==> config.mk <==
export PLATFORM = sky130hd
export DESIGN_NAME = dram_cmd_timing_gate
export DESIGN_NICKNAME = d
export VERILOG_FILES = /design/src/rtl/dtg_pkg.sv /design/src/rtl/dtg_regs.sv /design/src/rtl/dtg_down_timer.sv /design/src/rtl/dtg_bank.sv /design/src/rtl/dtg_refresh.sv /design/src/rtl/dram_cmd_timing_gate.sv
export SDC_FILE = /design/constraint.sdc
export NUM_CORES = 1
export LEC_CHECK = 0
export ABC_AREA = 1
export CAP_MARGIN = 40
export CORE_MARGIN = 4
export CORE_UTILIZATION = 39
export CTS_BUF_LIST = sky130_fd_sc_hd__clkbuf_8 sky130_fd_sc_hd__clkbuf_16
export DETAILED_ROUTE_END_ITERATION = 6
export DONT_BUFFER_PORTS = 1
export HOLD_SLACK_MARGIN = 0.12
export SYNTH_ARGS = -nofsm -noshare
export SYNTH_HDL_FRONTEND = slang
export SYNTH_HIERARCHICAL = 1
export SYNTH_SLANG_ARGS = --single-unit
==> constraint.sdc <==
create_clock -name clk -period 4.5 [get_ports clk]
set_input_delay 0.225 -clock clk [delete_from_list [all_inputs] [get_ports clk]]
set_output_delay 0.225 -clock clk [all_outputs]
set_load 0.05 [all_outputs]
==> src/rtl/dtg_pkg.sv <==
// Package: shared command codes, timing-word layout and reset values for
// the DRAM command timing gate. The row-word field order is fixed because
// software packs the word with these bit positions.
package dtg_pkg;

    typedef enum logic [2:0] {
        CMD_NOP = 3'd0,
        CMD_ACT = 3'd1,
        CMD_RD  = 3'd2,
        CMD_WR  = 3'd3,
        CMD_PRE = 3'd4,
        CMD_REF = 3'd5
    } cmd_e;

    localparam int REFI_W = 16;
    localparam int RFC_W  = 8;
    localparam int RRD_W  = 4;
    localparam int RP_W   = 4;
    localparam int RCD_W  = 4;
    localparam int RC_W   = 6;
    localparam int RAS_W  = 6;

    // Packed most-significant first: rfc occupies the top byte.
    typedef struct packed {
        logic [RFC_W-1:0] rfc;
        logic [RRD_W-1:0] rrd;
        logic [RP_W-1:0]  rp;
        logic [RCD_W-1:0] rcd;
        logic [RC_W-1:0]  rc;
        logic [RAS_W-1:0] ras;
    } row_t;

    localparam int ROW_W = $bits(row_t);

    localparam logic [REFI_W-1:0] REFI_RST = 16'h040E;
    localparam row_t ROW_RST = '{rfc: 8'h0F, rrd: 4'h2, rp: 4'h3,
                                 rcd: 4'h3, rc: 6'h0A, ras: 6'h06};

endpackage

==> src/rtl/dtg_regs.sv <==
// Module: holds the refresh-interval word and the row-timing word.
// Assumes DW >= ROW_W and DW > REFI_W. Reserved bits of the interval word
// are not stored and read back as zero.
module dtg_regs
    import dtg_pkg::*;
#(
    parameter int DW = 32
) (
    input  logic              clk,
    input  logic              rst_n,
    input  logic              we,
    input  logic              sel,
    input  logic [DW-1:0]     wdata,
    output logic [DW-1:0]     rdata,
    output logic [REFI_W-1:0] refi_q,
    output row_t              row_q
);

    localparam int RSV_W = DW - REFI_W;

    // Load reset values or accept a write to the picked word.
    always_ff @(posedge clk) begin
        if (!rst_n) begin
            refi_q <= REFI_RST;
            row_q  <= ROW_RST;
        end else if (we) begin
            if (sel) row_q  <= row_t'(wdata[ROW_W-1:0]);
            else     refi_q <= wdata[REFI_W-1:0];
        end
    end

    // Read mux; the reserved interval bits are tied to zero.
    always_comb begin
        rdata = sel ? DW'(row_q) : {{RSV_W{1'b0}}, refi_q};
    end

    p_rsv_zero_r1: assert property (@(posedge clk) disable iff (!rst_n)
        !sel |-> (rdata[DW-1:REFI_W] == '0));

endmodule

==> src/rtl/dtg_down_timer.sv <==
// Module: one spacing countdown. A load at an issue edge stores the spacing
// value. The timer reports done once that many cycles have passed since the
// issue. A stored value of 0 or 1 means done on the next cycle.
module dtg_down_timer #(
    parameter int W = 4
) (
    input  logic         clk,
    input  logic         rst_n,
    input  logic         load,
    input  logic [W-1:0] val,
    output logic         done
);

    logic [W-1:0] cnt_q;

    // Count down to zero after each load.
    always_ff @(posedge clk) begin
        if (!rst_n)             cnt_q <= '0;
        else if (load)          cnt_q <= val;
        else if (cnt_q != '0)   cnt_q <= cnt_q - 1'b1;
    end

    assign done = (cnt_q <= W'(1));

    p_load_wait_r11: assert property (@(posedge clk) disable iff (!rst_n)
        (load && val > W'(1)) |=> !done);

endmodule

==> src/rtl/dtg_bank.sv <==
// Module: open/closed state and the four per-bank spacing timers of one bank.
// Assumes at most one command issues per cycle, so act_hit and pre_hit
// are never high together.
module dtg_bank
    import dtg_pkg::*;
(
    input  logic clk,
    input  logic rst_n,
    input  logic act_hit,
    input  logic pre_hit,
    input  row_t tim,
    output logic is_open,
    output logic act_ok,
    output logic col_ok,
    output logic pre_ok
);

    logic open_q;
    logic rcd_done, ras_done, rc_done, rp_done;

    // Track whether the bank holds an open row.
    always_ff @(posedge clk) begin
        if (!rst_n)       open_q <= 1'b0;
        else if (act_hit) open_q <= 1'b1;
        else if (pre_hit) open_q <= 1'b0;
    end

    dtg_down_timer #(.W(RCD_W)) u_rcd (.clk(clk), .rst_n(rst_n), .load(act_hit),
                                       .val(tim.rcd), .done(rcd_done));
    dtg_down_timer #(.W(RAS_W)) u_ras (.clk(clk), .rst_n(rst_n), .load(act_hit),
                                       .val(tim.ras), .done(ras_done));
    dtg_down_timer #(.W(RC_W))  u_rc  (.clk(clk), .rst_n(rst_n), .load(act_hit),
                                       .val(tim.rc),  .done(rc_done));
    dtg_down_timer #(.W(RP_W))  u_rp  (.clk(clk), .rst_n(rst_n), .load(pre_hit),
                                       .val(tim.rp),  .done(rp_done));

    assign is_open = open_q;
    assign act_ok  = !open_q && rc_done && rp_done;
    assign col_ok  = open_q && rcd_done;
    assign pre_ok  = open_q && ras_done;

    p_open_on_act_r5: assert property (@(posedge clk) disable iff (!rst_n)
        act_hit |=> is_open);
    p_close_on_pre_r5: assert property (@(posedge clk) disable iff (!rst_n)
        pre_hit |=> !is_open);
    p_rcd_block_r6: assert property (@(posedge clk) disable iff (!rst_n)
        (act_hit && tim.rcd > 4'd1) |=> !col_ok);
    p_ras_block_r7: assert property (@(posedge clk) disable iff (!rst_n)
        (act_hit && tim.ras > 6'd1) |=> !pre_ok);
    p_rp_block_r8: assert property (@(posedge clk) disable iff (!rst_n)
        (pre_hit && tim.rp > 4'd1) |=> !act_ok);

endmodule

==> src/rtl/dtg_refresh.sv <==
// Module: refresh-interval scheduler. The counter reloads on each issued
// refresh and holds at zero, which keeps the request up until the next
// refresh issues. An interval of zero counts as one cycle.
module dtg_refresh #(
    parameter int           W       = 16,
    parameter logic [W-1:0] RST_VAL = 16'h040E
) (
    input  logic         clk,
    input  logic         rst_n,
    input  logic [W-1:0] refi,
    input  logic         ref_hit,
    output logic         ref_req
);

    localparam logic [W-1:0] RST_LOAD = (RST_VAL == '0) ? W'(1) : RST_VAL;

    logic [W-1:0] cnt_q;
    logic [W-1:0] reload;

    assign reload = (refi == '0) ? W'(1) : refi;

    // Interval countdown, restarted by each issued refresh.
    always_ff @(posedge clk) begin
        if (!rst_n)            cnt_q <= RST_LOAD;
        else if (ref_hit)      cnt_q <= reload;
        else if (cnt_q != '0)  cnt_q <= cnt_q - 1'b1;
    end

    assign ref_req = (cnt_q == '0);

    p_req_hold_r3: assert property (@(posedge clk) disable iff (!rst_n)
        (ref_req && !ref_hit) |=> ref_req);
    p_req_drop_r3: assert property (@(posedge clk) disable iff (!rst_n)
        ref_hit |=> !ref_req);

endmodule

==> src/rtl/dram_cmd_timing_gate.sv <==
// Module: top of the DRAM command timing gate. It combines the per-bank
// rules with the inter-bank activate spacing, the refresh lockout and the
// refresh scheduler, and reports whether the proposal may issue this cycle.
// Assumes NUM_BANKS is a power of two, so every prop_bank value names a bank.
module dram_cmd_timing_gate
    import dtg_pkg::*;
#(
    parameter int NUM_BANKS = 8,
    parameter int DW        = 32,
    parameter int BANK_W    = (NUM_BANKS > 1) ? $clog2(NUM_BANKS) : 1
) (
    input  logic              clk,
    input  logic              rst_n,
    input  logic              cfg_we,
    input  logic              cfg_sel,
    input  logic [DW-1:0]     cfg_wdata,
    output logic [DW-1:0]     cfg_rdata,
    input  logic              prop_valid,
    input  logic [2:0]        prop_cmd,
    input  logic [BANK_W-1:0] prop_bank,
    output logic              cmd_allowed,
    output logic              refresh_req
);

    logic [REFI_W-1:0]    refi_q;
    row_t                 row_q;
    cmd_e                 cmd;
    logic                 issue, act_issue, pre_issue, ref_issue;
    logic                 rrd_done, rfc_done, rrd_clear, all_closed;
    logic [BANK_W-1:0]    last_act_q;
    logic [NUM_BANKS-1:0] open_vec, act_ok_vec, col_ok_vec, pre_ok_vec;

    dtg_regs #(.DW(DW)) u_regs (
        .clk(clk), .rst_n(rst_n), .we(cfg_we), .sel(cfg_sel),
        .wdata(cfg_wdata), .rdata(cfg_rdata), .refi_q(refi_q), .row_q(row_q)
    );

    assign cmd       = cmd_e'(prop_cmd);
    assign issue     = prop_valid && cmd_allowed;
    assign act_issue = issue && (cmd == CMD_ACT);
    assign pre_issue = issue && (cmd == CMD_PRE);
    assign ref_issue = issue && (cmd == CMD_REF);

    // One bank slice per bank; the slice whose index matches takes the hit.
    for (genvar b = 0; b < NUM_BANKS; b++) begin : g_bank
        logic sel_b;
        assign sel_b = (prop_bank == BANK_W'(b));
        dtg_bank u_bank (
            .clk(clk), .rst_n(rst_n),
            .act_hit(act_issue && sel_b), .pre_hit(pre_issue && sel_b),
            .tim(row_q), .is_open(open_vec[b]), .act_ok(act_ok_vec[b]),
            .col_ok(col_ok_vec[b]), .pre_ok(pre_ok_vec[b])
        );
    end

    dtg_down_timer #(.W(RRD_W)) u_rrd (.clk(clk), .rst_n(rst_n), .load(act_issue),
                                       .val(row_q.rrd), .done(rrd_done));
    dtg_down_timer #(.W(RFC_W)) u_rfc (.clk(clk), .rst_n(rst_n), .load(ref_issue),
                                       .val(row_q.rfc), .done(rfc_done));

    // Remember the bank of the most recent activate for the cross-bank rule.
    always_ff @(posedge clk) begin
        if (!rst_n)         last_act_q <= '0;
        else if (act_issue) last_act_q <= prop_bank;
    end

    assign rrd_clear  = rrd_done || (prop_bank == last_act_q);
    assign all_closed = (open_vec == '0);

    // Combine the rules that apply to the proposed command.
    always_comb begin
        cmd_allowed = 1'b0;
        case (cmd)
            CMD_ACT:        cmd_allowed = act_ok_vec[prop_bank] && rrd_clear && rfc_done;
            CMD_RD, CMD_WR: cmd_allowed = col_ok_vec[prop_bank];
            CMD_PRE:        cmd_allowed = pre_ok_vec[prop_bank];
            CMD_REF:        cmd_allowed = all_closed && rfc_done;
            default:        cmd_allowed = 1'b0;
        endcase
    end

    dtg_refresh #(.W(REFI_W), .RST_VAL(REFI_RST)) u_refresh (
        .clk(clk), .rst_n(rst_n), .refi(refi_q),
        .ref_hit(ref_issue), .ref_req(refresh_req)
    );

    p_ref_closed_r10: assert property (@(posedge clk) disable iff (!rst_n)
        ref_issue |=> (open_vec == '0));
    p_rfc_lock_r10: assert property (@(posedge clk) disable iff (!rst_n)
        (ref_issue && row_q.rfc > 8'd1) |=> !rfc_done);
    p_rrd_lock_r9: assert property (@(posedge clk) disable iff (!rst_n)
        (act_issue && row_q.rrd > 4'd1) |=> !rrd_done);
    p_nop_blocked_r12: assert property (@(posedge clk) disable iff (!rst_n)
        (prop_cmd == 3'd0) |-> !cmd_allowed);

endmodule

Word level (Yosys, flattened, before mapping)
Cells that the tools add are included.
Widths: inputs -> output; s select.
{"block": "classes", "n_addsub": 35, "n_mux": 95, "bitwise": 1, "n_eq_ne": 13, "n_reduce_logical": 149, "magnitude_cmp": 35}
{"op": "$mux 6", "n": 32}
{"op": "$mux 4", "n": 34}
{"op": "$le 6x1->1 const B", "n": 16}
{"op": "$reduce_bool 6->1", "n": 16}
{"op": "$sub 6x1->6 const B", "n": 16}
{"op": "$reduce_bool 2->1", "n": 43}
{"op": "$le 4x1->1 const B", "n": 17}
{"op": "$reduce_bool 4->1", "n": 17}
{"op": "$sub 4x1->4 const B", "n": 17}
{"op": "$logic_and 1x1->1", "n": 55}
{"op": "$mux 16", "n": 3}
{"op": "$logic_not 16->1", "n": 2}
{"op": "$mux 32", "n": 1}
{"op": "$mux 1", "n": 19}
{"op": "$eq 3x3->1 const B", "n": 6}
{"op": "$mux 8", "n": 2}
{"op": "$reduce_bool 16->1", "n": 1}
{"op": "$sub 16x1->16 const B", "n": 1}
{"op": "$eq 3x2->1 const B", "n": 4}
{"op": "$bmux 1 s3", "n": 3}
{"op": "$le 8x1->1 const B", "n": 1}
{"op": "$logic_not 1->1", "n": 8}
{"op": "$logic_not 8->1", "n": 1}
{"op": "$reduce_bool 8->1", "n": 1}
{"op": "10 further kinds", "n": 12}
{"block": "totals", "out_inout_bits": 34, "wordCells": 379, "regBits": 247, "inputBits": 43}

Depth between registers and ports, before layout
{"block": "logic_depth", "ltp_word": 13, "mapped_depth": 24, "ltp_nobuf": 23}

By module
The synthesis kept the hierarchy.
{"mod": "dtg_down_timer (g_bank[0].u_bank.u_ras ...)", "cells_each": 60, "area_per_inst_um2": 422.9, "seq_area_each_um2": 120.1, "n_inst": 16}
{"mod": "dtg_down_timer (g_bank[0].u_bank.u_rcd ...)", "cells_each": 41, "area_per_inst_um2": 281.5, "seq_area_each_um2": 80.1, "n_inst": 17}
{"mod": "dtg_regs", "cells_each": 323, "area_per_inst_um2": 2143.3, "seq_area_each_um2": 960.9, "n_inst": 1}
{"mod": "dtg_refresh", "cells_each": 201, "area_per_inst_um2": 1182.4, "seq_area_each_um2": 320.3, "n_inst": 1}
{"mod": "dram_cmd_timing_gate", "cells_each": 140, "area_per_inst_um2": 688.2, "seq_area_each_um2": 60.1, "n_inst": 1}
{"mod": "dtg_down_timer (u_rfc)", "cells_each": 84, "area_per_inst_um2": 540.5, "seq_area_each_um2": 160.2, "n_inst": 1}
{"mod": "dtg_bank", "cells_each": 12, "area_per_inst_um2": 66.3, "seq_area_each_um2": 20.0, "n_inst": 8}

Worst setup path before layout
Ideal clock, no wire load.
{"block": "synth_timing", "kind": "register -> register", "start": "reg g_bank[6].u_bank.u_rc.cnt_q[0]", "end": "reg g_bank[6].u_bank.u_ras.cnt_q[1]", "stages_incl_launch_ff": 23, "period_less_slack_ps": 3527, "path_buffers": 0, "arrival_ps": 3411, "setup_slack_ps": 973, "required_ps": 4384, "setup_time_ps": 116, "path_cell_list": "dfxtp_1 -> inv_1 -> ha_1 -> o211a_1 -> nand2_1 -> nor2_1 -> inv_1 -> nand2_1 -> nand2_1 -> nand2_1 -> nand2_1 -> nand2_1 -> nand3_1 -> nand2_1 -> nand4_1 -> nand3_4 -> nand4_1 -> nor3_1 -> inv_2 -> nand4_4 -> clkinv_2 -> nor2_1 -> nor2_1"}
{"block": "synth_via", "elab_chain_len": 12, "word_cells_on_any_way": 13, "cone_classes": "1 x order compare; 4 x mux; 8 x reduce/logical"}
{"item": "start, declared", "line": "dtg_down_timer.sv:14", "text": "logic [W-1:0] cnt_q;"}
{"item": "start signal, assigned", "line": "dtg_down_timer.sv:19", "text": "else if (load) cnt_q <= val;"}
{"item": "start signal, assigned", "line": "dtg_down_timer.sv:20", "text": "else if (cnt_q != '0) cnt_q <= cnt_q - 1'b1;"}
{"item": "$le 6x1->1 *", "line": "dtg_down_timer.sv:23", "text": "assign done = (cnt_q <= W'(1));"}
{"item": "named net g_bank[6].u_bank.rc_done", "line": "dtg_bank.sv:19", "text": "logic rcd_done, ras_done, rc_done, rp_done;"}
{"item": "$logic_and 1x1->1 * (2 in a row)", "line": "dtg_bank.sv:38", "text": "assign act_ok = !open_q && rc_done && rp_done;"}
{"item": "named net act_ok_vec[6]", "line": "dram_cmd_timing_gate.sv:31", "text": "logic [NUM_BANKS-1:0] open_vec, act_ok_vec, col_ok_vec, pre_ok_vec;"}
{"item": "$bmux 1 s3 *", "line": "dram_cmd_timing_gate.sv:74", "text": "CMD_ACT: cmd_allowed = act_ok_vec[prop_bank] && rrd_clear && rfc_done;"}
{"item": "$mux 1 (implied by the code) *", "line": "dram_cmd_timing_gate.sv:74"}
{"item": "$logic_and 1x1->1 * (2 in a row)", "line": "dram_cmd_timing_gate.sv:74"}
{"item": "$pmux 1 s4 *", "line": "dram_cmd_timing_gate.sv:73", "text": "case (cmd)"}
{"item": "named net cmd_allowed", "line": "dram_cmd_timing_gate.sv:21", "text": "output logic cmd_allowed,"}
{"item": "$logic_and 1x1->1 *", "line": "dram_cmd_timing_gate.sv:39", "text": "assign issue = prop_valid && cmd_allowed;"}
{"item": "$logic_and 1x1->1 *", "line": "dram_cmd_timing_gate.sv:40", "text": "assign act_issue = issue && (cmd == CMD_ACT);"}
{"item": "$logic_and 1x1->1 *", "line": "dram_cmd_timing_gate.sv:50", "text": ".act_hit(act_issue && sel_b), .pre_hit(pre_issue && sel_b),"}
{"item": "$mux 6 / $reduce_bool 2->1 (equally long branches)"}
{"item": "end signal, assigned", "line": "dtg_down_timer.sv:19"}
{"item": "end signal, assigned", "line": "dtg_down_timer.sv:20"}
{"item": "end, declared", "line": "dtg_down_timer.sv:14"}
Mark *: on every way through the listed nets, which the timed path passes. The rest lies on a longest branch. The select of a mux whose other input is x is not followed.
A chain may end at the register's enable or synchronous reset.

Worst setup path after layout
{"block": "layout_timing", "start": "reg g_bank[5].u_bank.u_rc.cnt_q[0]", "end": "reg u_refresh.cnt_q[15]"}
{"block": "layout_via", "elab_chain_len": 11, "word_cells_on_any_way": 12, "cone_classes": "1 x order compare; 4 x mux; 7 x reduce/logical"}
{"item": "start, declared", "line": "dtg_down_timer.sv:14"}
{"item": "start signal, assigned", "line": "dtg_down_timer.sv:19"}
{"item": "start signal, assigned", "line": "dtg_down_timer.sv:20"}
{"item": "$le 6x1->1 *", "line": "dtg_down_timer.sv:23"}
{"item": "named net g_bank[5].u_bank.rc_done", "line": "dtg_bank.sv:19"}
{"item": "$logic_and 1x1->1 * (2 in a row)", "line": "dtg_bank.sv:38"}
{"item": "named net act_ok_vec[5]", "line": "dram_cmd_timing_gate.sv:31"}
{"item": "$bmux 1 s3 *", "line": "dram_cmd_timing_gate.sv:74"}
{"item": "$mux 1 (implied by the code) *", "line": "dram_cmd_timing_gate.sv:74"}
{"item": "$logic_and 1x1->1 * (2 in a row)", "line": "dram_cmd_timing_gate.sv:74"}
{"item": "$pmux 1 s4 *", "line": "dram_cmd_timing_gate.sv:73"}
{"item": "named net cmd_allowed", "line": "dram_cmd_timing_gate.sv:21"}
{"item": "$logic_and 1x1->1 *", "line": "dram_cmd_timing_gate.sv:39"}
{"item": "$logic_and 1x1->1 *", "line": "dram_cmd_timing_gate.sv:42", "text": "assign ref_issue = issue && (cmd == CMD_REF);"}
{"item": "named net ref_issue", "line": "dram_cmd_timing_gate.sv:28", "text": "logic issue, act_issue, pre_issue, ref_issue;"}
{"item": "$mux 16 / $reduce_bool 2->1 (equally long branches)"}
{"item": "end signal, assigned", "line": "dtg_refresh.sv:25", "text": "else if (ref_hit) cnt_q <= reload;"}
{"item": "end signal, assigned", "line": "dtg_refresh.sv:26", "text": "else if (cnt_q != '0) cnt_q <= cnt_q - 1'b1;"}
{"item": "end, declared", "line": "dtg_refresh.sv:17", "text": "logic [W-1:0] cnt_q;"}
Marks and branches as above.

==> flow_summary.ini <==
[logic_synthesis]
synth_top_family_by_area = simple AND/OR/NAND/NOR gates
yosys.area_share.simple_pct = 42.5
synthMuxAreaShare_pct = 0
synth_compound_area_share_pct = 9.57
ys_ff_latch = 247
synth_edf_count = 0
postSynthAreaPerCell_um2 = 6.65
synthArstFlopShare_pct = 0
postSynthCellCount = 2501
synth_flop_cell = dfxtp_1
yosys_warnings = 6
synth_area_mm2 = 0.0166
synthAdderAreaFrac_pct = 6.39
seq_area_frac_synth_pct = 29.7
synth_nets = 2629
synth_xor_area_share_pct = 2.00
synth_cell_types = 37

[clocking]
clk_pin_slew_worst_paths_ns = 0.06
cts_tree = yes
cts_buffers = 30
h-tree-depth = 1
cts_resized = 0
clock-root-buffer = clkbuf_16
numClockSinks = 247
cts.path.max_buffers = 3
clk_latency_ns = 0.57

[critical_path]
critical_path_class = flip-flop to flip-flop
worstSetupEndpointType = flip-flop
setup.worst_path.start_class = flip-flop
slowest_stage = inv_1
critPathRequiredTime_ns = 4.93
cp_common_cell = nand2_1
cp_max_fo = 22
cp_data_arrival_time_ns = 4.20
cpPeakStageDelay_ns = 0.52
crit_chain = inv_1 > ha_1 > o211a_1 > nand2_1 > nor2_1 > inv_1 > nand2_1 > nand2_1 > nand2_1 > nand2_1 > nand2_1 > nand3_1 > nand2_1 > nand4_1 > nand3_4 > nand2_1 > nor2_1 > inv_1 > or2_2 > nand3_1 > nor2_1

[drt]
drt_wl_total_um = 44500
vias = 15400
drc = 0
wl_per_cell_um = 14.2
via_per_inst = 4.92
firstDrtPassIters = 5
ant_nets = 0
wl_met3_um = 2300
wl_met1_um = 20100
highest_layer = met4
wl_met2_um = 21000
drt_iter0_markers = 738

[floorplanning]
die_x_um = 215
placeableCoreArea_mm2 = 0.0420
initial_core_util_pct = 39.6
rows = 75
dieArea_mm2 = 0.0460
io-pin-count = 77
fp.dieH_um = 215

[finish]
nets = 2706
antenna_cells = 0
drive_gt1_share_pct = 13.2
fin_cells = 3138
area_growth_pct = 12.8

[timing]
clock_skew_ns = 0.0131
fin_crit_sh_pct = 83.6
worst_pin_slew_ns = 0.850
final-max-slew-violation-count = 0
setup_viol = 0
slew_headroom_pct = 43.0
hold_viol = 0
hold-worst-slack_ns = 0.145
min_period_ns = 3.76
finalWorstSetupSlack_ns = 0.739
timing.fmax_mhz = 266
rsz0062_at_grt = no
setup_tns_ns = 0

[placed_design]
dp_slack_ns = 0.728
dp.cells = 3022
gp_congestion = 0.876
io_buffers = 0
hpwl_um = 30900

[pwr]
p_total_mw = 12.4
max-vdd-ir-drop_uv = 350
cellPowerDensity_mw_per_mm2 = 660
leakagePower_nw = 9.11

[grt]
grt_overflow = 0
grt_pass1_wl_um = 73200
grt_max_degree = 175
grt_pass1_vias = 14700
gr-usage-all-layers_pct = 18.7
grt_antenna_before_repair = 0

[hold_path]
worstHoldPathType = input port to flip-flop

[job]
maxCapViolCount = 0

[run_status]
status = complete, no violations
metal layers:
metal	global-route usage, %	up-vias
met1	24.1	7068
met4	5.12	0
met2	32.4	292
met3	3.34	72
met5	0	-
li1	-	8001
critical path, delay by kind of cell, from the launching register on:
family / cells / cell delay [ns]
AND/OR/NAND/NOR: 16 / 2.11
buffers and inverters: 3 / 0.71
flip-flops: 1 / 0.32
adder cells (fa/ha/maj): 1 / 0.29
AO/OA/AOI/OAI: 1 / 0.19
cell usage in the layout (no fill, tap or decap), types with 33 or more instances in the layout:
cell           netlist  final
dfxtp_1            247    247
dlygate4sd3_1        0     62
ha_1                85     85
inv_1              298    306
inv_2               57     57
nand2_1            620    620
nand3_1            162    162
nor2_1             465    465
nor2_2              45     45
nor2_4              56     56
o21ai_0            130    130
o21ai_1             33     33
xor2_1              37     37
timing repair:
item | 4_1_cts | 5_1_grt
buffers inserted | 0 | 0
hold buffers | 63 | 0
hold endpoints to repair | 244 | 0
Yosys cell counts (all sizes together) (3+ instances only):
cell    instances  share of area, %
dfxtp         247                30
ha             85               6.4
o211a          17               1.0
clkbuf          3             0.068
nor3           21               1.1
o211ai         17              0.77
nand3         187               7.2
a21oi          49               2.0
nand2         640                15
buf            27               1.2
or2             5              0.19
o21ai         163               4.9
inv           357               8.1
o21a           18              0.81
clkinv         16              0.48
xor2           37               1.9
nand4          41               3.0
nor2          566                16
power breakdown:
group | internal, mW | switching [mW]
registers | 2.90 | 0.788
logic | 2.60 | 3.83
clock network | 1.32 | 0.959
total | 6.82 | 5.57
final timing paths:
path | cells after the start | to | slack [ns] | start
worst max-delay path | 21 | u_refresh/cnt_q[15] | 0.74 | g_bank[5].u_bank/u_rc/cnt_q[0]
worst min-delay path | 3 | u_regs/row_q[0] | 0.15 | cfg_sel
worst max register to register | 21 | u_refresh/cnt_q[15] | 0.74 | g_bank[5].u_bank/u_rc/cnt_q[0]
worst min register to register | 2 | g_bank[6].u_bank/u_ras/cnt_q[5] | 0.50 | g_bank[6].u_bank/u_ras/cnt_q[5]
sequential cells by signal, summed over array words and instances, names as in the netlist:
| name | count |
|---|---|
| g_bank.u_bank/u_ras/cnt_q | 48 |
| u_rrd/cnt_q | 4 |
| u_rfc/cnt_q | 8 |
| u_regs/row_q | 32 |
| g_bank.u_bank/u_rc/cnt_q | 48 |
| g_bank.u_bank/u_rcd/cnt_q | 32 |
| g_bank.u_bank/is_open | 8 |
| u_refresh/cnt_q | 16 |
| last_act_q | 3 |
| g_bank.u_bank/u_rp/cnt_q | 32 |
| u_regs/refi_q | 16 |
cells by family after synthesis:
logic type,count (synthesis)
adder cells (fa/ha/maj),85
flip-flops,247
AO/OA/AOI/OAI,265
buffers and inverters,403
XOR/XNOR,38
AND/OR/NAND/NOR,1463
stage by stage:
step                cell area [um2]  util, %
floorplan                     16600        -
global placement              17200     40.9
detailed placement            17200     40.9
CTS                           18800     44.6
global route                  18800     44.6
finish                        18800     44.6
area by class of cell:
class                      instances  area [um2]
tap                              539         674
fill                            4308       23300
inverter                         373        1430
clock buffer                      33         803
multi-input combinational       1851       10100
clock inverter                    20         118
timing repair buffer              75         738
sequential                       247        4940
(Power assumes the default switching activity.)
